## src/rtl/usp_fill_pkg.sv

```systemverilog
package usp_fill_pkg;

  // strobes from control to datapath, one cycle each
  typedef struct packed {
    logic accept;   // take the word on inData into the current buffer
    logic submit;   // close the current buffer and move to the next one
    logic notice;   // raise the nonempty notice next cycle
  } fillStrobe_t;

endpackage

```

## src/rtl/usp_fill_control.sv

```systemverilog
module usp_fill_control
  import usp_fill_pkg::*;
#(
  parameter int NUM_BUFS = 4,
  parameter int WORDS    = 8,
  localparam int IDX_W   = $clog2(NUM_BUFS),
  localparam int OFF_W   = $clog2(WORDS)
) (
  input  logic             clk,
  input  logic             rstN,
  input  logic             inValid,
  input  logic             flushReq,
  input  logic             relWrite,
  input  logic [IDX_W-1:0] relIdx,
  input  logic             noticeEn,
  input  logic [IDX_W-1:0] curIdx,
  input  logic [OFF_W-1:0] fillCount,
  output logic             inReady,
  output fillStrobe_t      strobe
);

  localparam logic [OFF_W-1:0] LAST_SLOT = OFF_W'(WORDS - 1);

  logic [NUM_BUFS-1:0] hostOwned;
  logic                flushPend;
  logic                armed;

  logic curHeld;
  logic hasData;
  logic flushHold;
  logic accept;
  logic fullSub;
  logic effArmed;

  always_comb begin
    curHeld   = hostOwned[curIdx];
    hasData   = (fillCount != '0);
    flushHold = flushPend && hasData;
    inReady   = !curHeld && !flushHold;
    accept    = inValid && inReady;
    fullSub   = accept && (fillCount == LAST_SLOT);
    effArmed  = armed || ((hostOwned == '0) && !hasData);

    strobe.accept = accept;
    strobe.submit = fullSub || flushHold;
    strobe.notice = accept && effArmed && noticeEn;
  end

  // ownership flag per buffer: set on submit, cleared by host release
  for (genvar g = 0; g < NUM_BUFS; g++) begin : gOwn
    always_ff @(posedge clk) begin
      if (!rstN) begin
        hostOwned[g] <= 1'b0;
      end else if (strobe.submit && (curIdx == IDX_W'(g))) begin
        hostOwned[g] <= 1'b1;
      end else if (relWrite && (relIdx == IDX_W'(g))) begin
        hostOwned[g] <= 1'b0;
      end
    end
  end

  // a pending flush is always resolved in the cycle it is seen:
  // either the partial buffer goes out or there is nothing to send
  always_ff @(posedge clk) begin
    if (!rstN) begin
      flushPend <= 1'b0;
      armed     <= 1'b1;
    end else begin
      flushPend <= flushReq;
      armed     <= accept ? 1'b0 : effArmed;
    end
  end

endmodule

```

## src/rtl/usp_fill_datapath.sv

```systemverilog
module usp_fill_datapath
  import usp_fill_pkg::*;
#(
  parameter int WORD_W    = 32,
  parameter int BUF_BYTES = 32,
  parameter int NUM_BUFS  = 4,
  localparam int WB       = WORD_W / 8,
  localparam int WORDS    = BUF_BYTES / WB,
  localparam int IDX_W    = $clog2(NUM_BUFS),
  localparam int OFF_W    = $clog2(WORDS),
  localparam int ADDR_W   = $clog2(NUM_BUFS * BUF_BYTES),
  localparam int BYTE_W   = $clog2(BUF_BYTES) + 1
) (
  input  logic              clk,
  input  logic              rstN,
  input  fillStrobe_t       strobe,
  input  logic [WORD_W-1:0] inData,
  output logic [IDX_W-1:0]  curIdx,
  output logic [OFF_W-1:0]  fillCount,
  output logic              dmaValid,
  output logic [ADDR_W-1:0] dmaAddr,
  output logic [WORD_W-1:0] dmaData,
  output logic              subValid,
  output logic [IDX_W-1:0]  subIdx,
  output logic [BYTE_W-1:0] subBytes,
  output logic              neValid
);

  logic [ADDR_W-1:0] beatAddr;
  logic [BYTE_W-1:0] wordsHeld;

  always_comb begin
    beatAddr  = ADDR_W'(curIdx) * ADDR_W'(BUF_BYTES)
              + ADDR_W'(fillCount) * ADDR_W'(WB);
    wordsHeld = BYTE_W'(fillCount) + BYTE_W'(strobe.accept);
  end

  // ring position
  always_ff @(posedge clk) begin
    if (!rstN) begin
      curIdx    <= '0;
      fillCount <= '0;
    end else if (strobe.submit) begin
      curIdx    <= curIdx + 1'b1;
      fillCount <= '0;
    end else if (strobe.accept) begin
      fillCount <= fillCount + 1'b1;
    end
  end

  // DMA beat stage
  always_ff @(posedge clk) begin
    if (!rstN) begin
      dmaValid <= 1'b0;
      dmaAddr  <= '0;
      dmaData  <= '0;
    end else begin
      dmaValid <= strobe.accept;
      if (strobe.accept) begin
        dmaAddr <= beatAddr;
        dmaData <= inData;
      end
    end
  end

  // message queue requests
  always_ff @(posedge clk) begin
    if (!rstN) begin
      subValid <= 1'b0;
      subIdx   <= '0;
      subBytes <= '0;
      neValid  <= 1'b0;
    end else begin
      subValid <= strobe.submit;
      neValid  <= strobe.notice;
      if (strobe.submit) begin
        subIdx   <= curIdx;
        subBytes <= wordsHeld * BYTE_W'(WB);
      end
    end
  end

endmodule

```

## src/rtl/usp_fill_ctrl.sv

```systemverilog
module usp_fill_ctrl
  import usp_fill_pkg::*;
#(
  parameter int WORD_W    = 32,
  parameter int BUF_BYTES = 32,
  parameter int NUM_BUFS  = 4,
  localparam int WB       = WORD_W / 8,
  localparam int WORDS    = BUF_BYTES / WB,
  localparam int IDX_W    = $clog2(NUM_BUFS),
  localparam int OFF_W    = $clog2(WORDS),
  localparam int ADDR_W   = $clog2(NUM_BUFS * BUF_BYTES),
  localparam int BYTE_W   = $clog2(BUF_BYTES) + 1
) (
  input  logic              clk,
  input  logic              rstN,
  input  logic [WORD_W-1:0] inData,
  input  logic              inValid,
  output logic              inReady,
  input  logic              flushReq,
  input  logic              relWrite,
  input  logic [IDX_W-1:0]  relIdx,
  input  logic              noticeEn,
  output logic              dmaValid,
  output logic [ADDR_W-1:0] dmaAddr,
  output logic [WORD_W-1:0] dmaData,
  output logic              subValid,
  output logic [IDX_W-1:0]  subIdx,
  output logic [BYTE_W-1:0] subBytes,
  output logic              neValid
);

  fillStrobe_t      strobe;
  logic [IDX_W-1:0] curIdx;
  logic [OFF_W-1:0] fillCount;

  usp_fill_control #(
    .NUM_BUFS (NUM_BUFS),
    .WORDS    (WORDS)
  ) uCtl (
    .clk       (clk),
    .rstN      (rstN),
    .inValid   (inValid),
    .flushReq  (flushReq),
    .relWrite  (relWrite),
    .relIdx    (relIdx),
    .noticeEn  (noticeEn),
    .curIdx    (curIdx),
    .fillCount (fillCount),
    .inReady   (inReady),
    .strobe    (strobe)
  );

  usp_fill_datapath #(
    .WORD_W    (WORD_W),
    .BUF_BYTES (BUF_BYTES),
    .NUM_BUFS  (NUM_BUFS)
  ) uDp (
    .clk       (clk),
    .rstN      (rstN),
    .strobe    (strobe),
    .inData    (inData),
    .curIdx    (curIdx),
    .fillCount (fillCount),
    .dmaValid  (dmaValid),
    .dmaAddr   (dmaAddr),
    .dmaData   (dmaData),
    .subValid  (subValid),
    .subIdx    (subIdx),
    .subBytes  (subBytes),
    .neValid   (neValid)
  );

endmodule

```

## config.mk

```make
export PLATFORM = sky130hd
export DESIGN_NAME = usp_fill_ctrl
export DESIGN_NICKNAME = d
export VERILOG_FILES = /design/src/rtl/usp_fill_pkg.sv /design/src/rtl/usp_fill_control.sv /design/src/rtl/usp_fill_datapath.sv /design/src/rtl/usp_fill_ctrl.sv
export SDC_FILE = /design/constraint.sdc
export NUM_CORES = 1
export LEC_CHECK = 0
export BUFFER_PORTS_ARGS = -buffer_cell sky130_fd_sc_hd__buf_2
export CAP_MARGIN = 10
export CORE_ASPECT_RATIO = 0.5
export CORE_UTILIZATION = 51
export DETAILED_ROUTE_END_ITERATION = 16
export GPL_TIMING_DRIVEN = 0
export PLACE_DENSITY_LB_ADDON = 0.08
export SYNTH_ARGS = -nofsm -noshare
export SYNTH_HDL_FRONTEND = slang
export SYNTH_HIERARCHICAL = 1
export SYNTH_SLANG_ARGS = --single-unit
export TNS_END_PERCENT = 10
```

## constraint.sdc

```tcl
create_clock -name clk -period 3.6 [get_ports clk]
set_input_delay 0.18 -clock clk [delete_from_list [all_inputs] [get_ports clk]]
set_output_delay 0.18 -clock clk [all_outputs]
set_load 0.005 [all_outputs]
```

==> impl_metrics.json, run 1 <==
{
  "outcome": "complete, no violations",
  "initial_core_util_pct": 56.1,
  "cts_sinks": 57,
  "fp.dieArea_sq_mm": 0.00480,
  "worstPathMaxFanout": 10,
  "critPathKind": "reg -> reg",
  "die_y_um": 49.5,
  "ir_drop_uv": 293,
  "synthTopCellsByArea": "dfxtp_1, mux2i_1, nor2_1",
  "postPlaceCellArea_sq_mm": 0.00281,
  "whs_endpoint": "uCtl/flushPend$_SDFF_PN0_",
  "r2r_slack_ns": 1.31,
  "fmaxAchievable_ghz": 0.436,
  "seq_area_frac_synth_pct": 49.6,
  "setup_violations": 0,
  "grt_pass1_wl_mm": 7.89,
  "cap_violations": 0,
  "power_mw": 1.62,
  "io_buffers": 86,
  "drtAntennaViolNets": 0,
  "cts_made_buffers": 9,
  "antenna_found_initial": 0,
  "die_w_um": 97.0,
  "hold_violations": 0,
  "insertion_delay_ns": 0.33,
  "cts-root-buf": "clkbuf_8",
  "drt-initial-drc-count": 46,
  "r2r_cells": 8,
  "dpl.hpwl_mm": 3.41,
  "ys_ff_latch": 57,
  "post_cts_resized": 0,
  "grt_overflow_total": 0,
  "period_share_pct": 63.7,
  "postCtsSetupRepairBufs": 0,
  "ff_latch_area_sq_mm": 0.00114,
  "core_sq_mm": 0.00410,
  "grt_usage_pct": 21.4,
  "timing.rr.end": "uDp/dmaData[14]$_SDFFE_PN0P_",
  "synth_flop_cell": "dfxtp_1",
  "stdcell_area_sq_mm": 0.00304,
  "min_period_ns": 2.29,
  "dp.cells": 359,
  "cts_hold_buf": 0,
  "cts_tree": "yes",
  "synthArstFlopShare_pct": 0,
  "synth_cell_types": 39,
  "syn_to_final_growth_pct": 32.1,
  "fillers": 303,
  "first_global_vias": 1759,
  "hp-start": "flushReq",
  "ios": 91,
  "htree_levels": 3,
  "diodes": 0,
  "synth_area_per_cell_sq_um": 10.7,
  "finalSetupTns_ns": 0,
  "viasPerCell": 4.92,
  "layout-drive-gt1-share_pct": 39.6,
  "arrival_ns": 2.51,
  "crit_path_start": "uDp/curIdx[0]$_SDFFE_PN0P_",
  "synth_edf_count": 0,
  "holdWs_ns": 0.0585,
  "avgRoutedWirePerCell_um": 12.5,
  "nNetsFinal": 359,
  "ys_top_cells_by_count": "dfxtp_1, nor2_1, mux2i_1",
  "vias": 1845,
  "preCtsSetupSlack_ns": 1.31,
  "drt_first_pass_iters": 4,
  "clk_pin_slew_ns": 0.06,
  "worstPathRequired_ns": 3.81,
  "stdcell_count": 375,
  "rows": 16,
  "drc_errors": 0,
  "multi_input_area_sq_um": 990,
  "synth_area_leader_cell": "dfxtp_1",
  "ys.warnings.count": 6,
  "postSynthCellCount": 216,
  "rsz0062_at_grt": "no",
  "min_path_cells": 2,
  "hold_class": "in -> reg",
  "fin_ws_ns": 1.31,
  "fin_util_pct": 74.1,
  "synth.cell_area_sq_mm": 0.00230,
  "powerDensity_mw_per_mm2": 532,
  "slew_viol_final": 0,
  "wirelength_mm": 4.69,
  "gp_congestion": 0.758,
  "r2r-start": "uDp/curIdx[0]$_SDFFE_PN0P_",
  "yosys.cell_count.top_type": "dfxtp_1",
  "fin_worst_skew_ns": 0.00755,
  "synth_top_area_share_pct": 49.6,
  "leakage_nw": 1.50,
  "end_kind": "register",
  "cts.path.max_buffers": 2,
  "grt_max_degree": 11,
  "cp-start-kind": "register"
}
## critical path: stages (launching register included)
cell and delay [ns]:
dfxtp_1 0.46, buf_6 0.17, mux4_2 0.55, nor3b_2 0.24, buf_4 0.16, buf_6 0.15
buf_12 0.15, mux2i_1 0.22, nor2_1 0.07
## layer usage
| layer | GRT usage [%] | wire length [um] | share of wire [%] | vias to the layer above |
|---|---|---|---|---|
| met3 | 8.09 | 365 | 7.8 | 8 |
| met4 | 8.96 | 37 | 0.79 | 0 |
| met5 | 0 | 0 | 0 | - |
| li1 | - | - | - | 930 |
| met1 | 24.6 | 2110 | 45 | 837 |
| met2 | 36.3 | 2180 | 46 | 70 |
## how the worst max path moves through the flow
stage                                   end  slack, ns  cells past startpoint
2_1_floorplan  uDp/subBytes[3]$_SDFFE_PN0P_       1.54                      8
3_3_place_gp   uDp/subBytes[3]$_SDFFE_PN0P_       1.35                      8
3_5_place_dp   uDp/dmaData[14]$_SDFFE_PN0P_       1.31                      8
4_1_cts        uDp/dmaData[14]$_SDFFE_PN0P_       1.30                      8
5_1_grt        uDp/dmaData[14]$_SDFFE_PN0P_       1.19                      8
6_report       uDp/dmaData[14]$_SDFFE_PN0P_       1.31                      8
## sequential cells by signal, summed over array words and instances, names as in the netlist, 2 cells and up
name,flops
uCtl/hostOwned,4
uDp/dmaAddr,5
uDp/dmaData,32
uDp/fillCount,3
uDp/curIdx,2
uDp/subBytes,4
uDp/subIdx,2
## cells by family after synthesis
family | Yosys count | synth area share (%)
compound gates | 19 | 5.49
xor+xnor | 3 | 1.14
fa+ha+maj | 3 | 1.63
buf+inv | 20 | 7.93
flops | 57 | 49.6
mux | 43 | 19.2
other cells | 1 | 0.163
simple gates | 70 | 14.8
## cells in the final DEF, fill, tap and decap left out, types with 4 or more instances in the layout
cell and n:
conb_1 4, nor2_1 46, buf_12 4, clkbuf_8 11, dfxtp_1 57, and2_1 4, buf_2 90, buf_4 6
mux2i_1 42, a21oi_1 7
## where the power goes
part           internal (mW)  switching (mW)  total, mW  leakage, nW
logic                  0.135           0.113      0.248        0.917
clock network          0.425           0.244      0.668        0.115
registers              0.675          0.0278      0.703        0.467
## area by class of cell
cell class / count / area share [%]
Multi-Input combinational cell: 142 / 32.6
Clock buffer: 11 / 4.98
Clock inverter: 5 / 2.55
Buffer: 17 / 5.64
Timing Repair Buffer: 86 / 14.2
Tap cell: 54 / 2.22
Inverter: 3 / 0.370
Sequential cell: 57 / 37.5
Note: power is estimated with default switching activity, not from simulation.
==> run 2, diff against run 1 <==
--- a/config.mk
+++ b/config.mk
@@ -8,7 +8,7 @@
 export BUFFER_PORTS_ARGS = -buffer_cell sky130_fd_sc_hd__buf_2
 export CAP_MARGIN = 10
 export CORE_ASPECT_RATIO = 0.5
-export CORE_UTILIZATION = 51
+export CORE_UTILIZATION = 48
 export DETAILED_ROUTE_END_ITERATION = 16
 export GPL_TIMING_DRIVEN = 0
 export PLACE_DENSITY_LB_ADDON = 0.08
==> constraint.sdc (replaced) <==
create_clock -name clk -period 2.3 [get_ports clk]
set_input_delay 0.115 -clock clk [delete_from_list [all_inputs] [get_ports clk]]
set_output_delay 0.115 -clock clk [all_outputs]
set_load 0.005 [all_outputs]
==> impl_metrics.json, run 2 (synthesis gave the netlist of run 1 again) <==
{
  "outcome": "complete, no violations",
  "rsz0062_at_grt": "no",
  "dpl.hpwl_mm": 3.31,
  "ir_drop_uv": 366,
  "insertion_delay_ns": 0.34,
  "diodes": 0,
  "gp_congestion": 0.785,
  "end_kind": "register",
  "fp.dieArea_sq_mm": 0.00509,
  "drt_first_pass_iters": 4,
  "use_met1_pct": 21.8,
  "hp-start": "inData[8]",
  "leakage_nw": 1.54,
  "cts_tree": "yes",
  "viasPerCell": 4.71,
  "rows": 17,
  "r2r_slack_ns": 0.12,
  "vias": 1861,
  "holdWs_ns": 0.0112,
  "cts_sinks": 57,
  "grt_usage_pct": 20.8,
  "avgRoutedWirePerCell_um": 12.3,
  "arrival_ns": 2.41,
  "timing.rr.end": "uDp/subBytes[3]$_SDFFE_PN0P_",
  "initial_core_util_pct": 51.1,
  "drtAntennaViolNets": 0,
  "ios": 91,
  "largest_registers": "uDp/dmaData: 32 flops, uDp/dmaAddr: 5 flops",
  "cts_made_buffers": 9,
  "slew_viol_final": 0,
  "cts.path.max_buffers": 2,
  "whs_endpoint": "uDp/dmaData[8]$_SDFFE_PN0P_",
  "top_usage_layer": "met2",
  "antenna_found_initial": 0,
  "finalSetupTns_ns": 0,
  "global_route.usage.met2_pct": 37.2,
  "clk_pin_slew_ns": 0.06,
  "nNetsFinal": 367,
  "period_share_pct": 94.8,
  "htree_levels": 3,
  "power.internal_mw": 2.00,
  "fin_worst_skew_ns": 0.00524,
  "die_w_um": 99.9,
  "r2r-start": "uDp/curIdx[0]$_SDFFE_PN0P_",
  "layout_common_cells": "buf_2, dfxtp_1, nor2_1",
  "core_sq_mm": 0.00451,
  "io_buffers": 86,
  "min_path_cells": 3,
  "die_y_um": 51.0,
  "seqPwrFrac_pct": 42.2,
  "wirelength_mm": 4.84,
  "fmaxAchievable_ghz": 0.459,
  "clockPowerShare_pct": 42.6,
  "drt-initial-drc-count": 35,
  "worstPathRequired_ns": 2.53,
  "postCtsSetupRepairBufs": 0,
  "setup_violations": 0,
  "grt_max_degree": 11,
  "hold_class": "in -> reg",
  "max_flop_register": "uDp/dmaData",
  "netSwitchingFraction_pct": 23.6,
  "met3_usage_pct": 9.30,
  "syn_to_final_growth_pct": 36.6,
  "grt_pass1_wl_mm": 7.96,
  "r2r_cells": 8,
  "power_frac_comb_pct": 15.2,
  "cp-start-kind": "register",
  "critPathKind": "reg -> reg",
  "power_switching_mw": 0.616,
  "largest_reg_flops": 32,
  "cts-root-buf": "clkbuf_8",
  "grt_overflow_total": 0,
  "layout-drive-gt1-share_pct": 38.6,
  "hold_violations": 0,
  "drc_errors": 0,
  "mostFrequentLayoutCell": "buf_2",
  "worstPathMaxFanout": 8,
  "power_mw": 2.61,
  "min_period_ns": 2.18,
  "first_global_vias": 1798,
  "cap_violations": 0,
  "powerDensity_mw_per_mm2": 831
}
## run 2: final cells by class
| type | instances | area [sq um] |
|---|---|---|
| inverter | 3 | 11.3 |
| buffer | 17 | 173 |
| multi-input combinational | 142 | 990 |
| timing repair buffer | 94 | 510 |
| sequential | 57 | 1140 |
| clock buffer | 11 | 131 |
| clock inverter | 5 | 104 |
| fill | 369 | 1370 |
| tap | 66 | 82.6 |
## run 2: per-stage QoR
step                      instance area [sq um]  utilization, %  setup WS [ns]  std cells
after CTS                                  3140            69.7         0.0132        395
final                                      3140            69.7          0.119        395
after floorplan                            2310               -          0.242        219
after detailed placement                   2830            62.7         0.0479        371
after global placement                     2830            62.7         0.0483        371
after global routing                       3140            69.7        0.00925        395
## run 2: routing by layer
layer  share of wire [%]  vias up
met4                0.91        0
met1                  44      838
met5                   0        -
met2                  47       66
met3                 7.7        6
li1                    -      951
## run 2: how the worst max path moves through the flow
| stage | start | endpoint | slack, ns | cells past startpoint |
|---|---|---|---|---|
| final | uDp/curIdx[0]$_SDFFE_PN0P_ | uDp/subBytes[3]$_SDFFE_PN0P_ | 0.12 | 8 |
| after CTS | uDp/curIdx[0]$_SDFFE_PN0P_ | uDp/subBytes[3]$_SDFFE_PN0P_ | 0.01 | 8 |
| after global routing | uDp/curIdx[0]$_SDFFE_PN0P_ | uDp/dmaData[27]$_SDFFE_PN0P_ | 0.009 | 8 |
| after global placement | uDp/curIdx[0]$_SDFFE_PN0P_ | uDp/subBytes[3]$_SDFFE_PN0P_ | 0.05 | 8 |
| after detailed placement | uDp/curIdx[0]$_SDFFE_PN0P_ | uDp/dmaData[20]$_SDFFE_PN0P_ | 0.05 | 8 |
| after floorplan | uDp/curIdx[0]$_SDFFE_PN0P_ | uDp/subBytes[3]$_SDFFE_PN0P_ | 0.24 | 8 |
## run 2: power by group through the flow
stage / Sequential [mW] / Clock (mW) / Combinational [mW]
4_1_cts: 1.10 / 1.13 / 0.398
3_5_place_dp: 1.12 / 0 / 0.385
2_1_floorplan: 1.12 / 0 / 0.252
6_report: 1.10 / 1.11 / 0.397
3_3_place_gp: 1.12 / 0 / 0.377
5_1_grt: 1.11 / 1.17 / 0.437
## run 2: critical path, stage by stage, from the launching register on
cell and delay (ns):
dfxtp_2 0.40, buf_6 0.15, mux4_2 0.56, nor3b_2 0.23
buf_4 0.15, ha_1 0.16, ha_1 0.23, mux2i_1 0.13
nor2_1 0.05
## run 2: timing repair
item | 4_1_cts | 5_1_grt
gates resized for setup | 0 | 3
endpoints found under the setup margin | 0 | 39
endpoints found under the hold margin | 8 | 0
hold buffers | 8 | 0
